<file path="config.mk">
export PLATFORM = sky130hd
export DESIGN_NAME = sdram_cmd_issue
export DESIGN_NICKNAME = d
export VERILOG_FILES = /design/src/rtl/sdcmd_pkg.sv /design/src/rtl/sdcmd_mode_reg.sv /design/src/rtl/sdcmd_ba_pick.sv /design/src/rtl/sdcmd_issue_stage.sv /design/src/rtl/sdram_cmd_issue.sv
export SDC_FILE = /design/constraint.sdc
export NUM_CORES = 1
export LEC_CHECK = 0
export BUFFER_PORTS_ARGS = -buffer_cell sky130_fd_sc_hd__buf_2
export CAP_MARGIN = 40
export CORE_ASPECT_RATIO = 0.5
export CORE_MARGIN = 10
export CORE_UTILIZATION = 49
export CTS_CLUSTER_SIZE = 8
export DETAILED_ROUTE_END_ITERATION = 16
export HOLD_SLACK_MARGIN = 0.03
export PLACE_DENSITY = 0.87
export SETUP_SLACK_MARGIN = 0.05
export SYNTH_ARGS = -nofsm -noshare
export SYNTH_HDL_FRONTEND = slang
export SYNTH_HIERARCHICAL = 1
export SYNTH_SLANG_ARGS = --single-unit
</file>
<file path="constraint.sdc">
create_clock -name clk -period 2.6 [get_ports clk]
set_input_delay 0.39 -clock clk [delete_from_list [all_inputs] [get_ports clk]]
set_output_delay 0.39 -clock clk [all_outputs]
set_load 0.01 [all_outputs]
</file>
<file path="src/rtl/sdcmd_pkg.sv">
package sdcmd_pkg;

    localparam int unsigned MODE_W = 3;
    localparam int unsigned OP_W   = 3;

    localparam logic [MODE_W-1:0] SEL_NORMAL = 3'd0;
    localparam logic [MODE_W-1:0] SEL_NOP    = 3'd1;
    localparam logic [MODE_W-1:0] SEL_PALL   = 3'd2;
    localparam logic [MODE_W-1:0] SEL_LMR    = 3'd3;
    localparam logic [MODE_W-1:0] SEL_REF    = 3'd4;
    localparam logic [MODE_W-1:0] SEL_EMR    = 3'd5;

    typedef enum logic [OP_W-1:0] {
        OP_NOP  = 3'd0,
        OP_PALL = 3'd1,
        OP_REF  = 3'd2,
        OP_LMR  = 3'd3,
        OP_EMR  = 3'd4
    } op_e;

    typedef struct packed {
        op_e        op;
        logic [1:0] ba;
    } cmd_head_t;

    function automatic op_e sel_to_op(input logic [MODE_W-1:0] sel);
        op_e r;
        case (sel)
            SEL_PALL: r = OP_PALL;
            SEL_REF:  r = OP_REF;
            SEL_LMR:  r = OP_LMR;
            SEL_EMR:  r = OP_EMR;
            default:  r = OP_NOP;
        endcase
        return r;
    endfunction

    function automatic logic op_is_mrs(input op_e op);
        return (op == OP_LMR) || (op == OP_EMR);
    endfunction

endpackage

</file>
<file path="src/rtl/sdcmd_mode_reg.sv">
module sdcmd_mode_reg
    import sdcmd_pkg::*;
(
    input  logic              clk,
    input  logic              rst,
    input  logic              we,
    input  logic [MODE_W-1:0] wdata,
    output logic [MODE_W-1:0] mode_q
);

    always_ff @(posedge clk) begin
        if (rst)
            mode_q <= SEL_NORMAL;
        else if (we)
            mode_q <= wdata;
    end

    // the selector only moves on a register write
    assert_mode_held_R11: assert property (@(posedge clk) disable iff (rst)
        !$past(we) |-> $stable(mode_q));

endmodule

</file>
<file path="src/rtl/sdcmd_ba_pick.sv">
module sdcmd_ba_pick #(
    parameter int unsigned ADDR_W = 32,
    parameter int unsigned RANK_W = 1,
    parameter int unsigned POS_A  = 26,
    parameter int unsigned POS_B  = 25
) (
    input  logic [ADDR_W-1:0] addr,
    input  logic              geom_sel,
    input  logic [RANK_W-1:0] rank,
    output logic [1:0]        ba
);

    localparam int unsigned IDX_W = $clog2(ADDR_W);

    logic [IDX_W-1:0] base_idx;
    logic [IDX_W-1:0] bit_idx;

    always_comb begin
        base_idx = geom_sel ? IDX_W'(POS_B) : IDX_W'(POS_A);
        bit_idx  = base_idx + IDX_W'(rank);
    end

    for (genvar b = 0; b < 2; b++) begin : g_ba
        logic [IDX_W-1:0] idx_b;
        assign idx_b = bit_idx + IDX_W'(b);
        assign ba[b] = addr[idx_b];
    end

endmodule

</file>
<file path="src/rtl/sdcmd_issue_stage.sv">
module sdcmd_issue_stage
    import sdcmd_pkg::*;
#(
    parameter int unsigned ADDR_W = 32,
    parameter int unsigned MA_W   = 14
) (
    input  logic              clk,
    input  logic              rst,
    input  logic              fire,
    input  logic              pass,
    input  cmd_head_t         head_in,
    input  logic [MA_W-1:0]   ma_in,
    input  logic              wr_in,
    input  logic [ADDR_W-1:0] addr_in,
    output logic              cmd_valid,
    output cmd_head_t         head_q,
    output logic [MA_W-1:0]   ma_q,
    output logic              pass_valid,
    output logic              pass_write,
    output logic [ADDR_W-1:0] pass_addr
);

    always_ff @(posedge clk) begin
        if (rst) begin
            cmd_valid  <= 1'b0;
            head_q     <= '{op: OP_NOP, ba: 2'b00};
            ma_q       <= '0;
            pass_valid <= 1'b0;
            pass_write <= 1'b0;
            pass_addr  <= '0;
        end else begin
            cmd_valid  <= fire;
            pass_valid <= pass;
            if (fire) begin
                head_q <= head_in;
                ma_q   <= ma_in;
            end
            if (pass) begin
                pass_write <= wr_in;
                pass_addr  <= addr_in;
            end
        end
    end

    // a command is a single-cycle strobe
    assert_cmd_pulse_R7: assert property (@(posedge clk) disable iff (rst)
        cmd_valid |=> !cmd_valid);

    // a command cycle never carries a handed-on access
    assert_no_pass_on_cmd_R8: assert property (@(posedge clk) disable iff (rst)
        cmd_valid |-> !pass_valid);

    // non-mode-register commands carry zero bank and address
    assert_zero_payload_R6: assert property (@(posedge clk) disable iff (rst)
        (cmd_valid && !op_is_mrs(head_q.op)) |-> (head_q.ba == 2'b00 && ma_q == '0));

endmodule

</file>
<file path="src/rtl/sdram_cmd_issue.sv">
module sdram_cmd_issue
    import sdcmd_pkg::*;
#(
    parameter int unsigned ADDR_W = 32,
    parameter int unsigned MA_W   = 14,
    parameter int unsigned RANK_W = 1,
    parameter int unsigned POS_A  = 26,
    parameter int unsigned POS_B  = 25
) (
    input  logic              clk,
    input  logic              rst,
    input  logic              cfg_we,
    input  logic [2:0]        cfg_mode,
    input  logic              cfg_geom_sel,
    input  logic [RANK_W-1:0] cfg_rank,
    input  logic              host_valid,
    input  logic              host_write,
    input  logic [ADDR_W-1:0] host_addr,
    output logic              host_ready,
    output logic              cmd_valid,
    output logic [2:0]        cmd_op,
    output logic [1:0]        cmd_ba,
    output logic [MA_W-1:0]   cmd_ma,
    output logic              pass_valid,
    output logic              pass_write,
    output logic [ADDR_W-1:0] pass_addr
);

    logic [MODE_W-1:0] mode_q;
    logic [1:0]        ba_raw;
    logic              accept;
    logic              fire;
    logic              pass;
    op_e               op_sel;
    cmd_head_t         head_next;
    cmd_head_t         head_q;
    logic [MA_W-1:0]   ma_next;

    sdcmd_mode_reg u_mode (
        .clk    (clk),
        .rst    (rst),
        .we     (cfg_we),
        .wdata  (cfg_mode),
        .mode_q (mode_q)
    );

    sdcmd_ba_pick #(
        .ADDR_W (ADDR_W),
        .RANK_W (RANK_W),
        .POS_A  (POS_A),
        .POS_B  (POS_B)
    ) u_ba (
        .addr     (host_addr),
        .geom_sel (cfg_geom_sel),
        .rank     (cfg_rank),
        .ba       (ba_raw)
    );

    always_comb begin
        host_ready = !cmd_valid;
        accept     = host_valid && host_ready;
        fire       = accept && host_write && (mode_q != SEL_NORMAL);
        pass       = accept && !fire;
        op_sel     = sel_to_op(mode_q);
        head_next.op = op_sel;
        head_next.ba = op_is_mrs(op_sel) ? ba_raw : 2'b00;
        ma_next      = op_is_mrs(op_sel) ? host_addr[MA_W-1:0] : '0;
    end

    sdcmd_issue_stage #(
        .ADDR_W (ADDR_W),
        .MA_W   (MA_W)
    ) u_stage (
        .clk        (clk),
        .rst        (rst),
        .fire       (fire),
        .pass       (pass),
        .head_in    (head_next),
        .ma_in      (ma_next),
        .wr_in      (host_write),
        .addr_in    (host_addr),
        .cmd_valid  (cmd_valid),
        .head_q     (head_q),
        .ma_q       (cmd_ma),
        .pass_valid (pass_valid),
        .pass_write (pass_write),
        .pass_addr  (pass_addr)
    );

    assign cmd_op = head_q.op;
    assign cmd_ba = head_q.ba;

    // a command only follows an accepted write under a non-normal selector
    assert_cmd_cause_R2: assert property (@(posedge clk) disable iff (rst)
        $rose(cmd_valid) |-> $past(host_valid && host_write && mode_q != SEL_NORMAL));

    // a handed-on access only follows an accepted host request
    assert_pass_cause_R9: assert property (@(posedge clk) disable iff (rst)
        pass_valid |-> $past(host_valid));

endmodule

</file>
---- After elaboration in Yosys (flattened, before gate mapping) ----
Cells that the tools add are included.
cells by class
  multiplexer cells ....................... 8
  order comparisons ....................... 2
  eq/ne operators ......................... 6
  reductions and logical operators ........ 8
  add/sub/neg operators ................... 2
operators with widths
  operator               count
  $mux W14               1
  $lt A5 B6 Y1 const B   2
  $pmux W3 S4            1
  $bmux W1 S5            2
  $eq A3 B2 Y1 const B   3
  $eq A3 B3 Y1 const B   3
  $add A5 B1 Y5          1
  $add A5 B1 Y5 const B  1
  $logic_and A1 B1 Y1    4
  $mux W2                2
  $reduce_bool A3 Y1     1
  $logic_not A1 Y1       2
  $mux W1                2
  $logic_or A1 B1 Y1     1
storage, ports and cells
  flip-flop bits (word level) ............. 57
  word-level logic and storage cells ...... 34

---- Logic depth before layout (Yosys ltp) ----
Gate-level depths: netlist (run 1).
  depth in word-level cells ............... 6
  gate-level depth with buffers ........... 10
  gate-level depth less buffers ........... 9

---- By module ----
The synthesis (run 1) kept the hierarchy.
by module, submodules not included
  module             times used  cells each  area each (µm²)
  sdcmd_issue_stage  1           172         1925.6
  sdcmd_ba_pick      1           28          309.0
  sdram_cmd_issue    1           30          246.5
  sdcmd_mode_reg     1           9           101.3

---- Worst setup path before layout (run 1) ----
Ideal clock, no wire load.
  path kind ............................... input to register
  from .................................... input port cfg_geom_sel
  to ...................................... register u_stage/head_q[0] (netlist name)
  required time ........................... 2.483 ns
  stages on the path ...................... 8
  arrival ................................. 1.949 ns
  slack ................................... 0.534 ns
  path through ............................ inv_1 ha_1 buf_6 mux4_1 mux2_2 and3b_2 mux2i_1 nor2_1
RTL lines
  item         RTL line               source
  from (decl)  sdram_cmd_issue.sv:14  input logic cfg_geom_sel,

==> reports/metrics.yaml, run 1 <==
run_status:
  outcome: "finished clean"
layout:
  drive_above_1_share_pct: 38.3
  antennaDiodeCount: 0
  nFillCells: 423
  layout.nets: 380
  areaGrowthSynthToFinish_pct: 25.0
  stdcell_count: 409
  fin_util_pct: 64.5
detailed_routing:
  ant_nets: 0
  avgViaCountPerCell: 4.92
  drt_iter0_drc: 83
  drc_errors: 0
  vias: 2013
  detail_route.wl_per_cell_um: 15.5
  finalWirelength_um: 6350
  dr.pass1.iters: 4
synth:
  async_flop_share_pct: 0
  synth.net_count: 285
  synth-edff-count: 0
  yosysMostFrequentCell: "mux2i_1"
  synth_commonest_cells: "60 x mux2i_1, 57 x dfxtp_1, 56 x nor2_1"
  synth.area.top_cells: "dfxtp_1 44%, mux2i_1 23%, nor2_1 8.1%"
  yosys_register_bits: 57
  syn-mean-instance-area_um2: 10.8
  synth_cells: 239
  synth_area_um2: 2580
  synth_top_area_cell: "dfxtp_1"
  synth_seq_area_share_pct: 44.2
  yosys_warnings: 6
  yosys.area.top_type_share_pct: 44.2
  synthFlopType: "dfxtp_1"
  synth_cell_types: 29
job:
  max-cap-violations: 0
clock_tree:
  cts.clk_slew.worst_paths_ps: 60
  post_cts_buffers: 0
  clock_path_buffers: 2
  post_cts_resized: 0
  tritoncts: "yes"
  hold_buffers: 0
  cts_max_level: 3
  clock_sinks: 57
  cts_made_buffers: 9
  cts_root_buf: "clkbuf_8"
  clock_latency_ps: 320
floorplan:
  row_count: 18
  start_util_pct: 51.7
  die_w_um: 123
  die_area_um2: 8750
  core_area_um2: 5000
  ioPinCount: 97
  fp.dieH_um: 71.3
worst_setup_path:
  r2r-end: "u_stage/pass_addr[20]"
  worstRegToRegCells: 5
  path_max_fanout: 9
  worstPathArrival_ps: 2310
  startpoint_type: "input pin"
  startpoint: "cfg_geom_sel"
  cpPeakStageDelay_ps: 620
  crit_path_end: "u_stage/head_q[0]"
  crit_type: "in2reg"
  r2r-start: "u_mode/mode_q[0]"
  cp.depth: 8
  critPathRequiredTime_ps: 2810
  path_buf_inv: 2
  crit_family: "multiplexers"
  crit_chain: "buf_2 > inv_1 > ha_1 > mux4_1 > mux2_2 > and3b_2 > mux2i_1 > nor2_1"
  r2r_slack_ps: 650
  critPathSlowestCell: "mux4_1"
  critical_path.endpoint_type: "register"
global_routing:
  gr-usage-all-layers_pct: 14.1
  grt_overflow: 0
  antenna_found_initial: 0
  grt_pass1_vias: 2035
  grt_pass1_wl_um: 10100
  grt_start_max_net_pins: 40
placed_design:
  dp.final_hpwl_um: 4910
  port_buffers: 96
  dp_cells: 393
  gp_congestion: 0.824
sta:
  finalCritPeriodShare_pct: 80.8
  setup_viol: 0
  worst_clock_skew_ps: 7.77
  fin_crit_ps: 2100
  relSlewSlack_pct: 59.4
  hold_viol: 0
  rsz0062_at_grt: "no"
  clock.fmax_mhz: 476
  tightest_slew_ps: 607
  drv_slew: 0
  tns_ps: 0
power:
  finalPower_uw: 1960
  p_per_area_nw_per_um2: 606
  peakVddDrop_mv: 0.358
  leakage_uw: 0.00163
min_path:
  hold_path_class: "in2reg"
==> area by class of cell <==
type	instances	area [um^2]	area share [%]
clock inverter	3	15.0	0.465
tap	70	87.6	2.71
multi-input combinational	162	1280	39.7
inverter	3	11.3	0.349
sequential	57	1140	35.4
timing repair buffer	101	531	16.4
clock buffer	13	159	4.92
==> cells by family (layout without fill, tap and decap cells) <==
group,Yosys count,in the layout,synth area share [%]
multiplexers,66,66,27.8
AO/OA/AOI/OAI,4,4,1.31
XOR/XNOR,1,1,0.630
buffers and inverters,20,120,6.54
AND/OR/NAND/NOR,87,87,17.6
adder cells (fa/ha/maj),4,4,1.94
flip-flops,57,57,44.2
==> worst min-delay path by stage <==
stage | startpoint | endpoint | cells past startpoint
finish | host_addr[22] | u_stage/pass_addr[22] | 3
global route | cfg_mode[1] | u_mode/mode_q[1] | 3
CTS | cfg_mode[1] | u_mode/mode_q[1] | 3
detailed placement | u_stage/pass_addr[7] | u_stage/pass_addr[7] | 2
global placement | u_stage/pass_addr[23] | u_stage/pass_addr[23] | 2
floorplan | rst | u_mode/mode_q[0] | 1
==> flip-flops by register name (all words and copies together), names as in the netlist <==
name / flops
u_stage/pass_addr: 32
u_stage/ma_q: 14
u_stage/head_q: 5
u_mode/mode_q: 3
u_stage/cmd_valid: 1
u_stage/pass_valid: 1
u_stage/pass_write: 1
==> per-layer routing <==
layer | part of all wire [%] | wire length (um) | vias up | GRT usage, %
met5 | 0 | 0 | - | 0
met4 | 0.87 | 55 | 0 | 4.68
met3 | 7.6 | 480 | 5 | 4.77
met2 | 51 | 3220 | 57 | 25.4
met1 | 41 | 2590 | 946 | 15.3
li1 | - | - | 1005 | -
==> power by group <==
group	switching, uW	total (uW)	internal (uW)
clock network	319	712	393
registers	25.6	941	915
logic	155	303	148
total	499	1960	1460
==> worst min-delay path, stage by stage <==
cell     delay, ps
buf_2           80
mux2i_1         60
nor2_1          70
==> placed cells by master (no fill, tap or decap), drive strengths merged <==
master     n
buf      101
o31ai      1
nand2b     2
and3b     17
clkbuf    13
xnor2      1
mux4       3
nor3       2
o22ai      1
nand3      2
a2111oi    1
and2b      1
clkinv     3
nor2      56
dfxtp     57
ha         4
nand2      1
or3b       1
o21ai      1
mux2i     60
mux2       3
nor2b      3
nor3b      1
nand3b     1
inv        3
==> stage by stage <==
step	setup WS (ps)	hold WS (ps)	area (um^2)
2_1_floorplan	534	462	2580
3_3_place_gp	248	469	3030
3_5_place_dp	173	477	3050
4_1_cts	515	299	3230
5_1_grt	408	307	3230
6_report	499	317	3230
(Power assumes the default switching activity.)
==> inputs of run 2 (changes only) <==
Clock period 2.6 ns to 2.1 ns, I/O delays scaled along.
==> run 2 against run 1 <==
Clock power is 47% higher. Final cell count up 1.7%. Non-clock buffer count is 7 higher. Die area unchanged. Combinational power increased by 28%. Routed wire length grew 1.5%. Largest power group unchanged.
==> reports/metrics.yaml, run 2 (synthesis gave the netlist of run 1 again) <==
run_status:
  outcome: "finished clean"  # unchanged
sta:
  relSlewSlack_pct: 58.4  # was 59.4%
  hold_viol: 0  # unchanged
  worst_clock_skew_ps: 7.97  # was 7.77 ps
  clock.fmax_mhz: 529
  finalCritPeriodShare_pct: 90.0
  fin_crit_ps: 1890
  drv_slew: 0  # unchanged
  hold_ws_ps: 235  # was 317 ps
  rsz0062_at_grt: "no"  # unchanged
  tns_ps: 0  # unchanged
  tightest_slew_ps: 623  # was 607 ps
  setup_viol: 0  # unchanged
worst_setup_path:
  startpoint: "u_mode/mode_q[2]"  # was cfg_geom_sel
  path_max_fanout: 11  # was 9
  critPathRequiredTime_ps: 2290  # was 2810 ps
  critical_path.endpoint_type: "register"  # unchanged
  worstRegToRegCells: 5  # unchanged
  r2r_slack_ps: 210  # was 650 ps
  crit_path_end: "u_stage/ma_q[1]"  # was u_stage/head_q[0]
  crit_type: "reg2reg"  # was in2reg
  r2r-end: "u_stage/ma_q[1]"  # was u_stage/pass_addr[20]
  startpoint_type: "register"  # was input pin
  r2r-start: "u_mode/mode_q[2]"  # was u_mode/mode_q[0]
  worstPathArrival_ps: 2080  # was 2310 ps
clock_tree:
  hold_buffers: 0  # unchanged
  cts_max_level: 3  # unchanged
  cts_root_buf: "clkbuf_8"  # unchanged
  clock_sinks: 57  # unchanged
  cts_made_buffers: 9  # unchanged
  tritoncts: "yes"  # unchanged
  post_cts_buffers: 0  # unchanged
  cts.clk_slew.worst_paths_ps: 60  # about the same
  clock_latency_ps: 330  # was 320 ps
  clock_path_buffers: 2  # unchanged
  post_cts_resized: 0  # unchanged
global_routing:
  grt_pass1_wl_um: 10100  # about the same
  grt_pass1_vias: 2084  # was 2035
  gr-usage-all-layers_pct: 14.3  # was 14.1%
  grt_overflow: 0  # unchanged
  grt_start_max_net_pins: 58  # was 40
  antenna_found_initial: 0  # unchanged
floorplan:
  die_w_um: 123  # unchanged
  row_count: 18  # unchanged
  fp.dieH_um: 71.3  # unchanged
  core_area_um2: 5000  # unchanged
  ioPinCount: 97  # unchanged
  start_util_pct: 51.7  # unchanged
  die_area_um2: 8750  # unchanged
layout:
  layout.nets: 387  # was 380
  final_common_cell: "buf_2"  # unchanged
  drive_above_1_share_pct: 39.6  # was 38.3%
  regMostFlops: "u_stage/pass_addr"  # unchanged
  top_regs: "u_stage/pass_addr x32, u_stage/ma_q x14, u_stage/head_q x5"  # unchanged
  antennaDiodeCount: 0  # unchanged
  areaGrowthSynthToFinish_pct: 27.8  # was 25.0%
  fin_util_pct: 66.0  # was 64.5%
  mostFrequentLayoutCells: "96 x buf_2, 60 x mux2i_1, 57 x dfxtp_1, 55 x nor2_1"  # was 96 x buf_2, 60 x mux2i_1, 57 x dfxtp_1, 55 x nor2_1, 11 x clkbuf_8
  largest_register_ffs: 32  # unchanged
job:
  max-cap-violations: 0  # unchanged
placed_design:
  port_buffers: 96  # unchanged
  gp_congestion: 0.784  # was 0.824
  dp.final_hpwl_um: 4930  # was 4910 um
detailed_routing:
  dr.pass1.iters: 4  # unchanged
  drc_errors: 0  # unchanged
  detail_route.wl_per_cell_um: 15.5  # about the same
  ant_nets: 0  # unchanged
  avgViaCountPerCell: 4.93  # was 4.92
  vias: 2051  # was 2013
  drt_iter0_drc: 96  # was 83
  finalWirelength_um: 6450  # was 6350 um
min_path:
  hold_path_class: "in2reg"  # unchanged
power:
  peakVddDrop_mv: 0.358  # about the same
  finalPower_uw: 2600  # was 1960 uW
  p_per_area_nw_per_um2: 787  # was 606 nW/um^2
  leakage_uw: 0.00167  # was 0.00163 uW
==> run 2: changes by cell type in the layout (fill, tap and decap cells not counted), sizes merged <==
cell	delta
buf	+7
clkbuf	+1
clkinv	-2
bufinv	+1
==> run 2: worst min-delay path by stage <==
stage | from | endpoint | depth (start not counted)
3_5_place_dp | u_stage/pass_addr[25] | u_stage/pass_addr[25] | 2
3_3_place_gp | u_stage/pass_write | u_stage/pass_write | 2
6_report | cfg_mode[0] | u_mode/mode_q[0] | 3
4_1_cts | host_addr[20] | u_stage/pass_addr[20] | 3
5_1_grt | host_addr[7] | u_stage/pass_addr[7] | 3
2_1_floorplan | rst | u_mode/mode_q[0] | 1
==> run 2: final cells by class <==
cell class / count / area, um^2
fill: 425 / 1700
multi-input combinational: 162 / 1280
sequential: 57 / 1140
clock buffer: 14 / 173
timing repair buffer: 108 / 571
inverter: 3 / 11.3
clock inverter: 2 / 35.0
tap: 70 / 87.6
==> run 2: critical path: stages (launching register included) <==
cell	delay (ps)
dfxtp_1	470
o31ai_1	170
nor2_2	510
buf_4	340
mux2i_1	220
nor2_1	50
==> run 2: metal layers <==
layer,track usage [%],up-vias,part of all wire [%]
met5,0,-,0
met4,4.68,0,0.88
met3,5.71,6,8.9
met2,25.1,62,50
met1,15.5,960,40
li1,-,1023,-
==> run 2: power by group <==
part / internal [uW] / switching [uW] / total, uW / leakage (uW)
registers: 1130 / 26.8 / 1160 / 0.000466
clock network: 644 / 404 / 1050 / 0.000107
logic: 191 / 198 / 389 / 0.00110
==> run 2: stage by stage <==
stage,area (um^2),instances,setup slack [ps]
finish,3300,416,210
global route,3300,416,56.8
CTS,3300,416,205
detailed placement,3090,400,-85.6
global placement,3090,400,-15.5
floorplan,2580,239,109
